## config.mk

```make
export PLATFORM = sky130hd
export DESIGN_NAME = sar_seq
export DESIGN_NICKNAME = d
export VERILOG_FILES = /design/src/rtl/sar_seq_pkg.sv /design/src/rtl/sar_seq_ctrl.sv /design/src/rtl/sar_seq_datapath.sv /design/src/rtl/sar_seq.sv
export SDC_FILE = /design/constraint.sdc
export NUM_CORES = 1
export LEC_CHECK = 0
export CAP_MARGIN = 20
export CORE_MARGIN = 2
export CORE_UTILIZATION = 39
export CTS_BUF_LIST = sky130_fd_sc_hd__clkbuf_16
export DETAILED_ROUTE_END_ITERATION = 10
export DONT_BUFFER_PORTS = 1
export HOLD_SLACK_MARGIN = 0.1
export PLACE_DENSITY = 0.57
export SYNTH_ARGS = -nofsm -noshare
export SYNTH_HDL_FRONTEND = slang
export SYNTH_SLANG_ARGS = --single-unit
export TNS_END_PERCENT = 1
```

## constraint.sdc

```tcl
create_clock -name clk -period 2.6 [get_ports clk]
set_input_delay 0.26 -clock clk [delete_from_list [all_inputs] [get_ports clk]]
set_output_delay 0.26 -clock clk [all_outputs]
set_load 0.02 [all_outputs]
```

## src/rtl/sar_seq_pkg.sv

```systemverilog
package sar_seq_pkg;

  typedef enum logic [1:0] {
    ST_IDLE,
    ST_SETUP,
    ST_TRIAL,
    ST_FINISH
  } seqState_t;

  // Strobes from the sequencer control to the trial datapath
  typedef struct packed {
    logic load;    // seed the trial register with the top bit
    logic step;    // resolve the bit under trial and move down one
    logic finish;  // publish the result and park the trial level
  } seqCtrl_t;

endpackage

```

## src/rtl/sar_seq_ctrl.sv

```systemverilog
module sar_seq_ctrl
  import sar_seq_pkg::*;
#(
  parameter int WIDTH = 16
) (
  input  logic     clk,
  input  logic     rstN,
  input  logic     convStart,
  output seqCtrl_t ctrl,
  output logic     busy,
  output logic     done
);

  localparam int CNT_W = (WIDTH > 1) ? $clog2(WIDTH) : 1;
  localparam logic [CNT_W-1:0] LAST_IDX = CNT_W'(WIDTH - 1);

  seqState_t       state;
  logic            convPrev;
  logic            convRise;
  logic [CNT_W-1:0] bitCnt;
  logic            doneReg;

  assign convRise = convStart & ~convPrev;

  // Reset to one so a trigger held high through reset is not an edge
  always_ff @(posedge clk) begin
    if (!rstN) convPrev <= 1'b1;
    else       convPrev <= convStart;
  end

  always_ff @(posedge clk) begin
    if (!rstN) begin
      state   <= ST_IDLE;
      bitCnt  <= '0;
      doneReg <= 1'b0;
    end else begin
      doneReg <= (state == ST_FINISH);
      unique case (state)
        ST_IDLE: begin
          if (convRise) state <= ST_SETUP;
        end
        ST_SETUP: begin
          bitCnt <= LAST_IDX;
          state  <= ST_TRIAL;
        end
        ST_TRIAL: begin
          if (bitCnt == '0) state <= ST_FINISH;
          else              bitCnt <= bitCnt - 1'b1;
        end
        ST_FINISH: begin
          state <= ST_IDLE;
        end
        default: state <= ST_IDLE;
      endcase
    end
  end

  always_comb begin
    ctrl.load   = (state == ST_SETUP);
    ctrl.step   = (state == ST_TRIAL);
    ctrl.finish = (state == ST_FINISH);
  end

  assign busy = (state != ST_IDLE);
  assign done = doneReg;

endmodule

```

## src/rtl/sar_seq_datapath.sv

```systemverilog
module sar_seq_datapath
  import sar_seq_pkg::*;
#(
  parameter int WIDTH = 16
) (
  input  logic             clk,
  input  logic             rstN,
  input  seqCtrl_t         ctrl,
  input  logic             cmpKeep,
  output logic [WIDTH-1:0] trialLevel,
  output logic [WIDTH-1:0] result
);

  localparam logic [WIDTH-1:0] TOP_BIT = {1'b1, {(WIDTH-1){1'b0}}};

  logic [WIDTH-1:0] trialReg;
  logic [WIDTH-1:0] maskReg;
  logic [WIDTH-1:0] resolved;
  logic [WIDTH-1:0] nextMask;
  logic [WIDTH-1:0] twosCode;

  // Per-bit resolution: only the bit under trial may be cleared
  for (genvar i = 0; i < WIDTH; i++) begin : g_bit
    assign resolved[i] = trialReg[i] & (cmpKeep | ~maskReg[i]);
  end

  assign nextMask = maskReg >> 1;
  assign twosCode = {~trialReg[WIDTH-1], trialReg[WIDTH-2:0]};

  always_ff @(posedge clk) begin
    if (!rstN) begin
      trialReg <= '0;
      maskReg  <= '0;
    end else if (ctrl.load) begin
      trialReg <= TOP_BIT;
      maskReg  <= TOP_BIT;
    end else if (ctrl.step) begin
      trialReg <= resolved | nextMask;
      maskReg  <= nextMask;
    end else if (ctrl.finish) begin
      trialReg <= '0;
      maskReg  <= '0;
    end
  end

  always_ff @(posedge clk) begin
    if (!rstN)            result <= '0;
    else if (ctrl.finish) result <= twosCode;
  end

  assign trialLevel = trialReg;

endmodule

```

## src/rtl/sar_seq.sv

```systemverilog
module sar_seq
  import sar_seq_pkg::*;
#(
  parameter int WIDTH = 16
) (
  input  logic             clk,
  input  logic             rstN,
  input  logic             convStart,
  input  logic             cmpKeep,
  output logic [WIDTH-1:0] trialLevel,
  output logic             busy,
  output logic             done,
  output logic [WIDTH-1:0] result
);

  seqCtrl_t ctrl;

  sar_seq_ctrl #(.WIDTH(WIDTH)) u_ctrl (
    .clk       (clk),
    .rstN      (rstN),
    .convStart (convStart),
    .ctrl      (ctrl),
    .busy      (busy),
    .done      (done)
  );

  sar_seq_datapath #(.WIDTH(WIDTH)) u_dp (
    .clk        (clk),
    .rstN       (rstN),
    .ctrl       (ctrl),
    .cmpKeep    (cmpKeep),
    .trialLevel (trialLevel),
    .result     (result)
  );

endmodule

```

==> reports/qor.csv <==
stage,metric,value,unit
setup_path,r2r_slack,0.91,ns
cells_and_area,stdcell_count,308,
cells_and_area,area_growth,5.219,%
yosys,syn_avg_cell_area,8.978,um^2
yosys,syn_area,2253,um^2
clocking,post_cts_buffers,0,
yosys,synth_seq_area_share,49.75,%
clocking,clk_pin_slew,0.07,ns
clocking,htreeDepth,2,
sta,fin_skew,0.004469,ns
route,routedWlPerCell,13.84,um
place,dp_cells,298,
setup_path,worst-r2r-cell-count,7,
die,die_area,6402,um^2
clocking,root_buffer,clkbuf_16,
global_route,grt_pass1_wl,7.182,mm
setup_path,reg2reg_from,u_ctrl.state[0]$_SDFFE_PN0P_,
sta,setup_tns,0,ns
yosys,synth_fp_nets,260,
die,die_y,80.02,um
route,vias,1543,
die,initial_core_util,40.67,%
clocking,clk_latency,0.30,ns
status,run_status,"complete, no violations",
yosys,synthArstFlopShare,0,%
setup_path,crit_path_max_incr_delay,0.38,ns
clocking,clkSinkCount,56,
global_route,track_usage,14.68,%
setup_path,arrival,1.92,ns
sta,hold_violations,0,
yosys,netlist_instances,251,
die,num_io_pins,38,
min_path,holdPathEnd,u_ctrl.state[1]$_SDFFE_PN0P_,
place,dp_hpwl,2.703,mm
setup_path,critical_path_buf_inv_count,3,
route,drc,0,
flow_run,drv_cap,0,
sta,worst_slew_pin_slew,0.7505,ns
setup_path,cpMaxStageDelayCell,dfxtp_1,
global_route,grt_pass1_vias,1538,
die,die_x,80.02,um
setup_path,r2r_end,u_dp.trialLevel[6]$_SDFFE_PP0P_,
clocking,cts_made_buffers,5,
yosys,synth_cell_types,26,
clocking,cts.path.max_buffers,2,
cells_and_area,nFillCells,558,
setup_path,required,2.83,ns
min_path,min_from,rstN,
global_route,antenna_found_initial,0,
cells_and_area,final_cell_area,2371,um^2
global_route,overflow,0,
sta,min_period_over_period,65.03,%
setup_path,crit_chain,inv_1 > ha_1 > buf_4 > nor2_1 > buf_4 > o21ai_0 > a21oi_1,
route,first_iter_violations,38,
min_path,hold_class,primary input to flop,
power_and_ir_drop,pwr_density_cell,853.9,nW/um^2
route,viasPerCell,5.010,
clocking,cts_resized,0,
place,place_area,2200,um^2
setup_path,cp_max_fo,30,
sta,drv_slew,0,
setup_path,critPathLaunchType,flop,
cells_and_area,nets,244,
global_route,grt_max_degree,31,
cells_and_area,drive_gt1_share,5.932,%
setup_path,end_kind,flop,
setup_path,path_class,flop to flop,
die,rows,27,
sta,fmax,591.5,MHz
route,firstDrtPassIters,4,
place,io_buffers,0,
yosys,yosysWarnings,0,
setup_path,critical_path.most_common_cell,buf_4,
cells_and_area,final-seq-area,1121,um^2
yosys,ys.flop_type,dfxtp_1,
die,design.core.area,5540,um^2
cells_and_area,antenna_cells,0,
min_path,whs_path_depth,2,
yosys,ys_ff_latch,56,
clocking,cts_tree,yes,
yosys,synth_edf_count,0,
cells_and_area,multiInputGateArea,920.9,um^2
power_and_ir_drop,static-leakage-power,0.8093,nW
place,place.gp.congestion,0.7859,
setup_path,cp_top_family,buffers and inverters,
route,finalWirelength,4.262,mm
sta,maxSlewHeadroom,49.91,%
sta,period_needed,1.691,ns
power_and_ir_drop,irDropWorstVdd,0.4193,mV
sta,rsz0062_at_grt,no,
sta,setup_viol,0,
route,postRouteAntennaNets,0,
[per-layer routing]
| layer | vias to the layer above | wire length (um) | track usage, % |
|---|---|---|---|
| met1 | 715 | 1931 | 17.24 |
| met3 | 7 | 187 | 4.412 |
| met2 | 29 | 2061 | 24.50 |
| li1 | 792 | - | - |
| met4 | 0 | 82 | 6.610 |
| met5 | - | 0 | 0 |
[worst max path at each step]
stage	start	end	slack, ns	cells past startpoint
finish	u_ctrl.state[0]$_SDFFE_PN0P_	u_dp.trialLevel[6]$_SDFFE_PP0P_	0.91	7
global route	u_ctrl.state[0]$_SDFFE_PN0P_	u_dp.trialLevel[13]$_SDFFE_PP0P_	0.68	7
CTS	u_ctrl.state[0]$_SDFFE_PN0P_	u_dp.trialLevel[6]$_SDFFE_PP0P_	0.91	7
detailed placement	u_ctrl.state[0]$_SDFFE_PN0P_	u_dp.trialLevel[6]$_SDFFE_PP0P_	0.95	7
global placement	u_ctrl.state[0]$_SDFFE_PN0P_	u_dp.trialLevel[4]$_SDFFE_PP0P_	0.98	7
floorplan	u_ctrl.state[0]$_SDFFE_PN0P_	u_ctrl.bitCnt[3]$_SDFFE_PN0P_	1.07	6
[synthesized netlist by cell type (2+ instances only)]
cell,n,area share (%)
dfxtp_1,56,50
nand2_1,34,5.7
a21oi_1,32,7.1
nor2_1,19,3.2
a21boi_0,16,5.3
buf_4,16,5.3
mux2i_1,16,7.1
o21ai_0,16,3.6
inv_1,8,1.3
clkbuf_1,7,1.2
buf_2,6,1.3
ha_1,5,2.8
a211oi_1,3,1.0
nand2b_1,3,0.83
and2_1,2,0.56
nor3_1,2,0.44
[worst register-to-register path, cell delays in order, from the launching register on]
cell and delay [ns]:
dfxtp_1 0.38, inv_1 0.08, ha_1 0.28, buf_4 0.21
nor2_1 0.09, buf_4 0.28, o21ai_0 0.14, a21oi_1 0.16
[per-stage QoR]
stage                     setup WS [ns]  power (W)  hold slack (ns)  utilization [%]
final                            0.9093   0.002025           0.1189            42.80
after detailed placement         0.9468   0.001348           0.3385            39.70
after global routing             0.6829   0.002130           0.1283            42.80
after CTS                        0.9069   0.002048           0.1073            42.80
after global placement           0.9848   0.001347           0.3359            39.70
after floorplan                   1.071   0.001271           0.3330                -
[power by group]
group / leakage, nW / internal (W) / switching, W
logic: 0.283 / 0.000145 / 0.000234
registers: 0.452 / 0.000904 / 0.0000459
clock network: 0.0744 / 0.000365 / 0.000331
total: 0.809 / 0.00141 / 0.000611
[flip-flops by register name, indices dropped and copies added, names as in the netlist]
register	cells
u_dp.maskReg	16
u_dp.result	16
u_dp.trialLevel	16
u_ctrl.bitCnt	4
u_ctrl.state	2
u_ctrl.convPrev	1
u_ctrl.done	1
[area by class of cell]
| class | count | share of cell area, % |
|---|---|---|
| clock buffer | 5 | 5.277 |
| timing repair buffer | 7 | 2.427 |
| tap | 72 | 3.799 |
| sequential | 56 | 47.28 |
| multi-input combinational | 157 | 38.84 |
| inverter | 8 | 1.266 |
| clock inverter | 3 | 1.108 |
[repair_timing]
action	4_1_cts	5_1_grt
endpoints found under the setup margin	0	0
hold buffers	2	0
endpoints found under the hold margin	4	0
[kinds of logic (layout without fill, tap and decap cells)]
logic type	count (synthesis)	count (layout)	synth area share, %
and+or+nand+nor	65	65	12.38
adders and majority gates	5	5	2.776
muxes	16	16	7.107
AOI/OAI and AO/OA	71	71	18.60
buffers and inverters	38	23	9.384
DFF	56	56	49.75
[cells in the final DEF, fill, tap and decap left out]
cell	netlist	routed
a211oi_1	3	3
a21boi_0	16	16
a21oi_1	32	32
a22oi_1	1	1
and2_1	2	2
and2b_1	1	1
buf_4	16	5
clkbuf_16	0	5
clkinv_4	0	2
dfxtp_1	56	56
dlygate4sd3_1	0	2
ha_1	5	5
inv_1	8	8
inv_6	0	1
mux2i_1	16	16
nand2_1	34	34
nand2b_1	3	3
nand3_1	1	1
nor2_1	19	19
nor3_1	2	2
nor3b_1	1	1
o21ai_0	16	16
o221a_2	1	1
o311a_1	1	1
o31ai_1	1	1
or3b_1	1	1
or4b_1	1	1
(Power assumes the default switching activity.)
